## src/rtl/csel_adder.sv

```systemverilog
module csel_adder #(
  parameter int WIDTH = 16
) (
  input  logic [WIDTH-1:0] a,
  input  logic [WIDTH-1:0] b,
  input  logic             cin,
  output logic [WIDTH-1:0] s,
  output logic             cout
);

  localparam int TOP = WIDTH - 1;

  logic [WIDTH-1:0] hsum, hcar, chain0, chain1, csel;
  logic [WIDTH:0]   ref_total;

  always_comb begin
    hsum = a ^ b;
    hcar = a & b;

    chain0[0] = hcar[0];
    chain1[0] = hcar[0] | hsum[0];
    for (int i = 1; i < WIDTH; i++) begin
      chain0[i] = hcar[i] | (hsum[i] & chain0[i-1]);
      chain1[i] = hcar[i] | (hsum[i] & chain1[i-1]);
    end

    csel = chain0 | ({WIDTH{cin}} & chain1);

    cout = csel[TOP];
    s    = hsum ^ {csel[TOP-1:0], cin};

    ref_total = {1'b0, a} + {1'b0, b} + {{WIDTH{1'b0}}, cin};

    AST_TOTAL_MATCH: assert ({cout, s} == ref_total);
    if (!cin) begin
      AST_PICK_ZERO: assert (csel == chain0);
    end else begin
      AST_PICK_ONE: assert (csel == chain1);
    end
    AST_CHAIN_ORDER: assert ((chain0 & ~chain1) == '0);
    AST_HALF_EXCL: assert ((hsum & hcar) == '0);
  end

endmodule

```

## config.mk

```make
export PLATFORM = sky130hd
export DESIGN_NAME = csel_adder
export DESIGN_NICKNAME = d
export VERILOG_FILES = /design/src/rtl/csel_adder.sv
export SDC_FILE = /design/constraint.sdc
export NUM_CORES = 1
export LEC_CHECK = 0
export BUFFER_PORTS_ARGS = -buffer_cell sky130_fd_sc_hd__buf_2
export CORE_UTILIZATION = 43
export DETAILED_ROUTE_END_ITERATION = 7
export PLACE_DENSITY_LB_ADDON = 0.05
export SYNTH_ARGS = -nofsm -noshare
export SYNTH_HDL_FRONTEND = slang
export SYNTH_SLANG_ARGS = --single-unit
```

## constraint.sdc

```tcl
create_clock -name vclk -period 2.6
set_input_delay 0.39 -clock vclk [all_inputs]
set_output_delay 0.39 -clock vclk [all_outputs]
set_load 0.005 [all_outputs]
```

==> results_dict.tcl, run 1 <==
set metrics [dict create \
    post_route_cells_drive_above_1_share_pct 45.45 \
    std_cell_rows 14 \
    ys_top_cells_by_area "sky130_fd_sc_hd__ha_1, sky130_fd_sc_hd__xnor2_1, sky130_fd_sc_hd__xor2_1" \
    die_w_microns 41.82 \
    cell_with_the_largest_stage_delay_on_the_worst_path "sky130_fd_sc_hd__ha_1" \
    final_routed_wire_length_divided_by_cell_count_microns 10.12 \
    grt_start_max_net_pins 6 \
    place_inst 159 \
    hold_violations 0 \
    crit_path_cell_trace "buf_2 -> ha_1 -> o21ai_0 -> nor2_2 -> o31ai_4 -> o31ai_2 -> o31a_1 -> a21o_1 -> buf_2" \
    avgSynthCellArea_sq_um 7.749 \
    yosys.area.top_type_share_pct 31.19 \
    ir_drop_mv 0.1237 \
    layout.nets 196 \
    post_cts.resized_instances 0 \
    dp_hpwl_microns 1416 \
    p_leak_uw 0.0005358 \
    vias_per_cell 5.220 \
    wirelength_microns 1609 \
    synth_fp_nets 139 \
    finish.utilization_pct 68.40 \
    maxSlewViolCount 0 \
    post_synth_num_cell_types 27 \
    critical-path-max-stage-delay_ps 340 \
    timing.critical_path.required_ps 2210 \
    seq_area_sq_um 0 \
    vias 830 \
    core_area_sq_um 1489 \
    fmax_mhz 396.0 \
    io-pin-count 50 \
    timing.max_slew.rel_slack_pct 79.43 \
    worst_hold_path_type "in -> out" \
    ant_nets 0 \
    antenna-diode-count 0 \
    design.seq.count 0 \
    maxCapViolations 0 \
    globalplace.congestion 0.8021 \
    holdCritStartpoint "cin" \
    period_needed_ps 2525 \
    timing.critical_path.buf_inv 2 \
    synthCells 88 \
    cell_with_the_most_instances_after_synthesis "sky130_fd_sc_hd__ha_1" \
    grt_antenna_before_repair 0 \
    clock_buffer_count 0 \
    report.power.total_uw 264.2 \
    outcome "finished, final reports clean" \
    postCtsSetupRepairBufs 0 \
    first_global_vias 752 \
    critical_path.endpoint_type "output pin" \
    critPathMostFrequentCell "sky130_fd_sc_hd__buf_2" \
    path_class "in -> out" \
    layout-area-overhead-vs-synth_pct 49.36 \
    detailedPlace.worstSlack_ps 29.17 \
    setup_viol 0 \
    cp_launch_type "input pin" \
    critPathTopFamily "compound AO/OA/AOI/OAI gates" \
    fp.dieArea_sq_um 1749 \
    drt_pass1_iterations 2 \
    die_height_microns 41.82 \
    cts-hold-fix-buffers 0 \
    yosys_warnings 0 \
    number_of_instances_on_the_worst_hold_path 3 \
    detail_route.drc_violations 0 \
    placement.io_buffers 50 \
    grt_pass1_wl_microns 2622 \
    hold_path_end "s[0]" \
    worst_pin_slew_ps 306.2 \
    layout.cells.non_filler 159 \
    fin_ws_ps 74.54 \
    power.density_cell_area_nw_per_um2 259.4 \
    initialDrtViolationCount 3 \
    worstPathArrival_ps 2140 \
    fin_crit_sh_pct 97.13 \
    yosys-top-cells-count "sky130_fd_sc_hd__ha_1, sky130_fd_sc_hd__nor2_1, sky130_fd_sc_hd__o21ai_0" \
    cp_max_fo 4 \
    sequential_share_of_the_synthesized_area_pct 0 \
    floorplan.initialDensity_pct 45.80 \
    gr-usage-all-layers_pct 17.31 \
    synth_top_cell_by_area "sky130_fd_sc_hd__ha_1" \
    overflow 0 \
    total_standard_cell_area_after_synthesis_sq_um 681.9 \
]
-- metal layers --
metal,global-route usage [%],vias to the layer above,routed length (microns)
met2,38.13,25,888
met3,0.4348,0,70
met4,0,0,0
met1,18.42,371,650
li1,-,434,-
met5,0,-,0
-- how the worst max path moves through the flow --
stage          depth (start not counted)  start    end
6_report                               9   a[2]   cout
5_1_grt                                9   a[2]   cout
4_1_cts                                9   a[6]  s[12]
3_5_place_dp                           9   a[6]  s[12]
3_3_place_gp                           8   a[6]   cout
2_1_floorplan                          6   a[6]   cout
-- area by class of cell --
type               count  area (sq um)
fillers              147         470.5
inverters              5         18.77
multi-input cells     83         691.9
well taps             16         20.02
repair buffers        55         287.8
-- worst min-delay path, cell delays in order --
cell                    delay, ps
sky130_fd_sc_hd__buf_2        110
sky130_fd_sc_hd__fa_1         150
sky130_fd_sc_hd__buf_2        100
-- metrics by stage --
stage	hold slack [ps]	instance area [sq um]	TNS, ps
6_report	1141	1018	0
5_1_grt	1164	1018	-110.7
4_1_cts	1143	989.7	0
3_5_place_dp	1143	989.7	0
3_3_place_gp	1139	989.7	0
2_1_floorplan	929.2	681.9	0
-- power by group --
group,switching [uW],internal (uW),total (uW),leakage (uW)
Clock,0,0,0,0
Combinational,124,141,264,0.000536
Sequential,0,0,0,0
Total,124,141,264,0.000536
-- cell usage in the layout (no fill, tap or decap), types with 2 or more instances in the layout --
master	synthesis	routed
sky130_fd_sc_hd__a21oi_1	5	5
sky130_fd_sc_hd__buf_2	0	50
sky130_fd_sc_hd__buf_4	0	5
sky130_fd_sc_hd__ha_1	17	15
sky130_fd_sc_hd__inv_1	5	5
sky130_fd_sc_hd__nand2_1	3	3
sky130_fd_sc_hd__nand2b_1	3	3
sky130_fd_sc_hd__nor2_1	8	7
sky130_fd_sc_hd__nor2b_1	2	2
sky130_fd_sc_hd__nor3_1	5	5
sky130_fd_sc_hd__o21ai_0	8	8
sky130_fd_sc_hd__o21bai_1	2	2
sky130_fd_sc_hd__o31a_1	2	2
sky130_fd_sc_hd__or2_2	2	2
sky130_fd_sc_hd__xnor2_1	6	6
sky130_fd_sc_hd__xor2_1	6	6
-- kinds of logic (layout without fill, tap and decap cells) --
logic type | count (synthesis) | after routing | share of synthesized area, %
AOI/OAI and AO/OA | 25 | 25 | 25.87
and+or+nand+nor | 27 | 27 | 20.37
xor gates and xnor gates | 12 | 12 | 15.41
adders and majority gates | 18 | 18 | 34.13
buffers and inverters | 5 | 60 | 2.753
muxes | 1 | 1 | 1.468
Note: power is estimated with default switching activity, not from simulation.
==> run 2: changes to the inputs <==
--- a/config.mk
+++ b/config.mk
@@ -5,7 +5,7 @@
 export SDC_FILE = /design/constraint.sdc
 export NUM_CORES = 1
 export LEC_CHECK = 0
-export BUFFER_PORTS_ARGS = -buffer_cell sky130_fd_sc_hd__buf_2
+export BUFFER_PORTS_ARGS = -buffer_cell sky130_fd_sc_hd__buf_4
 export CORE_UTILIZATION = 43
 export DETAILED_ROUTE_END_ITERATION = 7
 export PLACE_DENSITY_LB_ADDON = 0.05
==> run 2 against run 1 <==
Against the previous run: the run now ends with negative setup slack left; hold slack got worse by 7.5 ps; core utilization increased by 13 points; wire length up 26%; non-clock buffer count increased by 2; die area unchanged; via count increased by 3.6%; design area grew 19%; maximum frequency shrank 4.2%; total power up 28%; largest cell class unchanged; first-iteration DRC count rose to 3.7 times the previous value; combinational power rose by 28%; critical path depth unchanged.
==> results_dict.tcl, run 2 (same netlist as run 1, synthesis figures left out) <==
set metrics [dict create \
    timing.critical_path.required_ps 2210 \
    vias_per_cell 5.342 \
    grt.met3_usage_pct 1.739 \
    grt_pass1_wl_microns 2877 \
    setup_viol 2 \
    p_switching_uw 143.4 \
    multiInputGateArea_sq_um 737.0 \
    die_w_microns 41.82 \
    grtUsageMet2_pct 42.19 \
    critical_path.endpoint_type "output pin" \
    hold_path_end "s[0]" \
    drt_pass1_iterations 4 \
    seq_area_sq_um 0 \
    leading_cell_types_in_the_layout_fill_and_taps_excluded "sky130_fd_sc_hd__buf_4, sky130_fd_sc_hd__ha_1, sky130_fd_sc_hd__nor2_1, sky130_fd_sc_hd__o21ai_0" \
    holdCritStartpoint "cin" \
    power.density_cell_area_nw_per_um2 279.7 \
    p_leak_uw 0.0005929 \
    core_area_sq_um 1489 \
    hold-worst-slack_ps 1133 \
    worst_hold_path_type "in -> out" \
    final_design_area_no_fill_sq_um 1211 \
    globalplace.congestion 0.8284 \
    die_height_microns 41.82 \
    maxCapViolations 0 \
    dp_hpwl_microns 1533 \
    first_global_vias 810 \
    comb_power_share_pct 100.0 \
    worst_pin_slew_ps 353.9 \
    layout.nets 198 \
    swShare_pct 42.33 \
    clock_power_share_pct 0 \
    std_cell_rows 14 \
    timing.max_slew.rel_slack_pct 76.16 \
    wirelength_microns 2033 \
    hold_violations 0 \
    path_class "in -> out" \
    globalRouteMet1Util_pct 20.05 \
    number_of_instances_on_the_worst_hold_path 3 \
    gr-usage-all-layers_pct 19.30 \
    maxSlewViolCount 0 \
    cp_max_fo 3 \
    top_usage_layer "met2" \
    layout.filler_cells 111 \
    antenna-diode-count 0 \
    final_routed_wire_length_divided_by_cell_count_microns 12.63 \
    grt_start_max_net_pins 6 \
    fmax_mhz 379.5 \
    violations "negative setup slack" \
    seqPwrFrac_pct 0 \
    rsz0062_at_grt "true" \
    fin_crit_sh_pct 101.4 \
    fin_ws_ps -35.19 \
    io-pin-count 50 \
    fp.dieArea_sq_um 1749 \
    cp_launch_type "input pin" \
    grt_antenna_before_repair 0 \
    placement.io_buffers 50 \
    period_needed_ps 2635 \
    post_route_cells_drive_above_1_share_pct 48.28 \
    internal-power_uw 195.4 \
    design.seq.count 0 \
    layout-area-overhead-vs-synth_pct 77.61 \
    finish.utilization_pct 81.34 \
    ant_nets 0 \
    worstPathArrival_ps 2250 \
    overflow 0 \
    detailedPlace.worstSlack_ps -15.56 \
    place_area_sq_um 1115 \
    mostFrequentLayoutCell "sky130_fd_sc_hd__buf_4" \
    ir_drop_mv 0.1602 \
    outcome "finished, violations left" \
    vias 860 \
    initialDrtViolationCount 11 \
    floorplan.initialDensity_pct 45.80 \
    clock_buffer_count 0 \
    detail_route.drc_violations 0 \
]
## run 2: worst max-delay path: stages
cell                      delay, ps
sky130_fd_sc_hd__buf_4          110
sky130_fd_sc_hd__ha_1           320
sky130_fd_sc_hd__a21oi_1        160
sky130_fd_sc_hd__o21ai_0        180
sky130_fd_sc_hd__o22ai_1        290
sky130_fd_sc_hd__o31ai_4        130
sky130_fd_sc_hd__o31a_1         340
sky130_fd_sc_hd__xor2_1         180
sky130_fd_sc_hd__buf_4          140
## run 2: through the flow
step / setup TNS [ps] / instances / total power [uW]
floorplan: 0 / 88 / 154.8
global route: -171.8 / 161 / 367.5
detailed placement: -15.56 / 159 / 306.2
CTS: 0 / 159 / 307.1
finish: -59.83 / 161 / 338.7
global placement: 0 / 159 / 297.4
## run 2: area by class of cell
| cell class | count | area share (%) |
|---|---|---|
| inverters | 5 | 1.550 |
| multi-input cells | 83 | 60.85 |
| well taps | 16 | 1.653 |
| repair buffers | 57 | 35.95 |
## run 2: how the worst max path moves through the flow
stage	from	endpoint	slack (ps)	cells after the start
CTS	a[6]	s[12]	3	9
global route	a[8]	s[15]	-70	9
detailed placement	a[6]	s[12]	-20	9
finish	a[8]	s[15]	-40	9
global placement	a[6]	cout	20	8
floorplan	a[6]	cout	240	6
## run 2: per-layer routing
| metal | vias up | routed length [microns] |
|---|---|---|
| li1 | 438 | - |
| met2 | 35 | 1156 |
| met1 | 385 | 724 |
| met5 | - | 0 |
| met4 | 0 | 22 |
| met3 | 2 | 129 |
## run 2: power groups by stage
stage / Clock, uW / Combinational (uW) / Sequential, uW
floorplan: 0 / 155 / 0
global placement: 0 / 297 / 0
detailed placement: 0 / 306 / 0
CTS: 0 / 307 / 0
global route: 0 / 368 / 0
finish: 0 / 339 / 0
## run 2: timing repair
item                       4_1_cts  5_1_grt
setup endpoints to repair        1        5
pin swaps                        1        7
hold buffers                     0        0
buffers inserted                 0        3
resized for setup                0       15
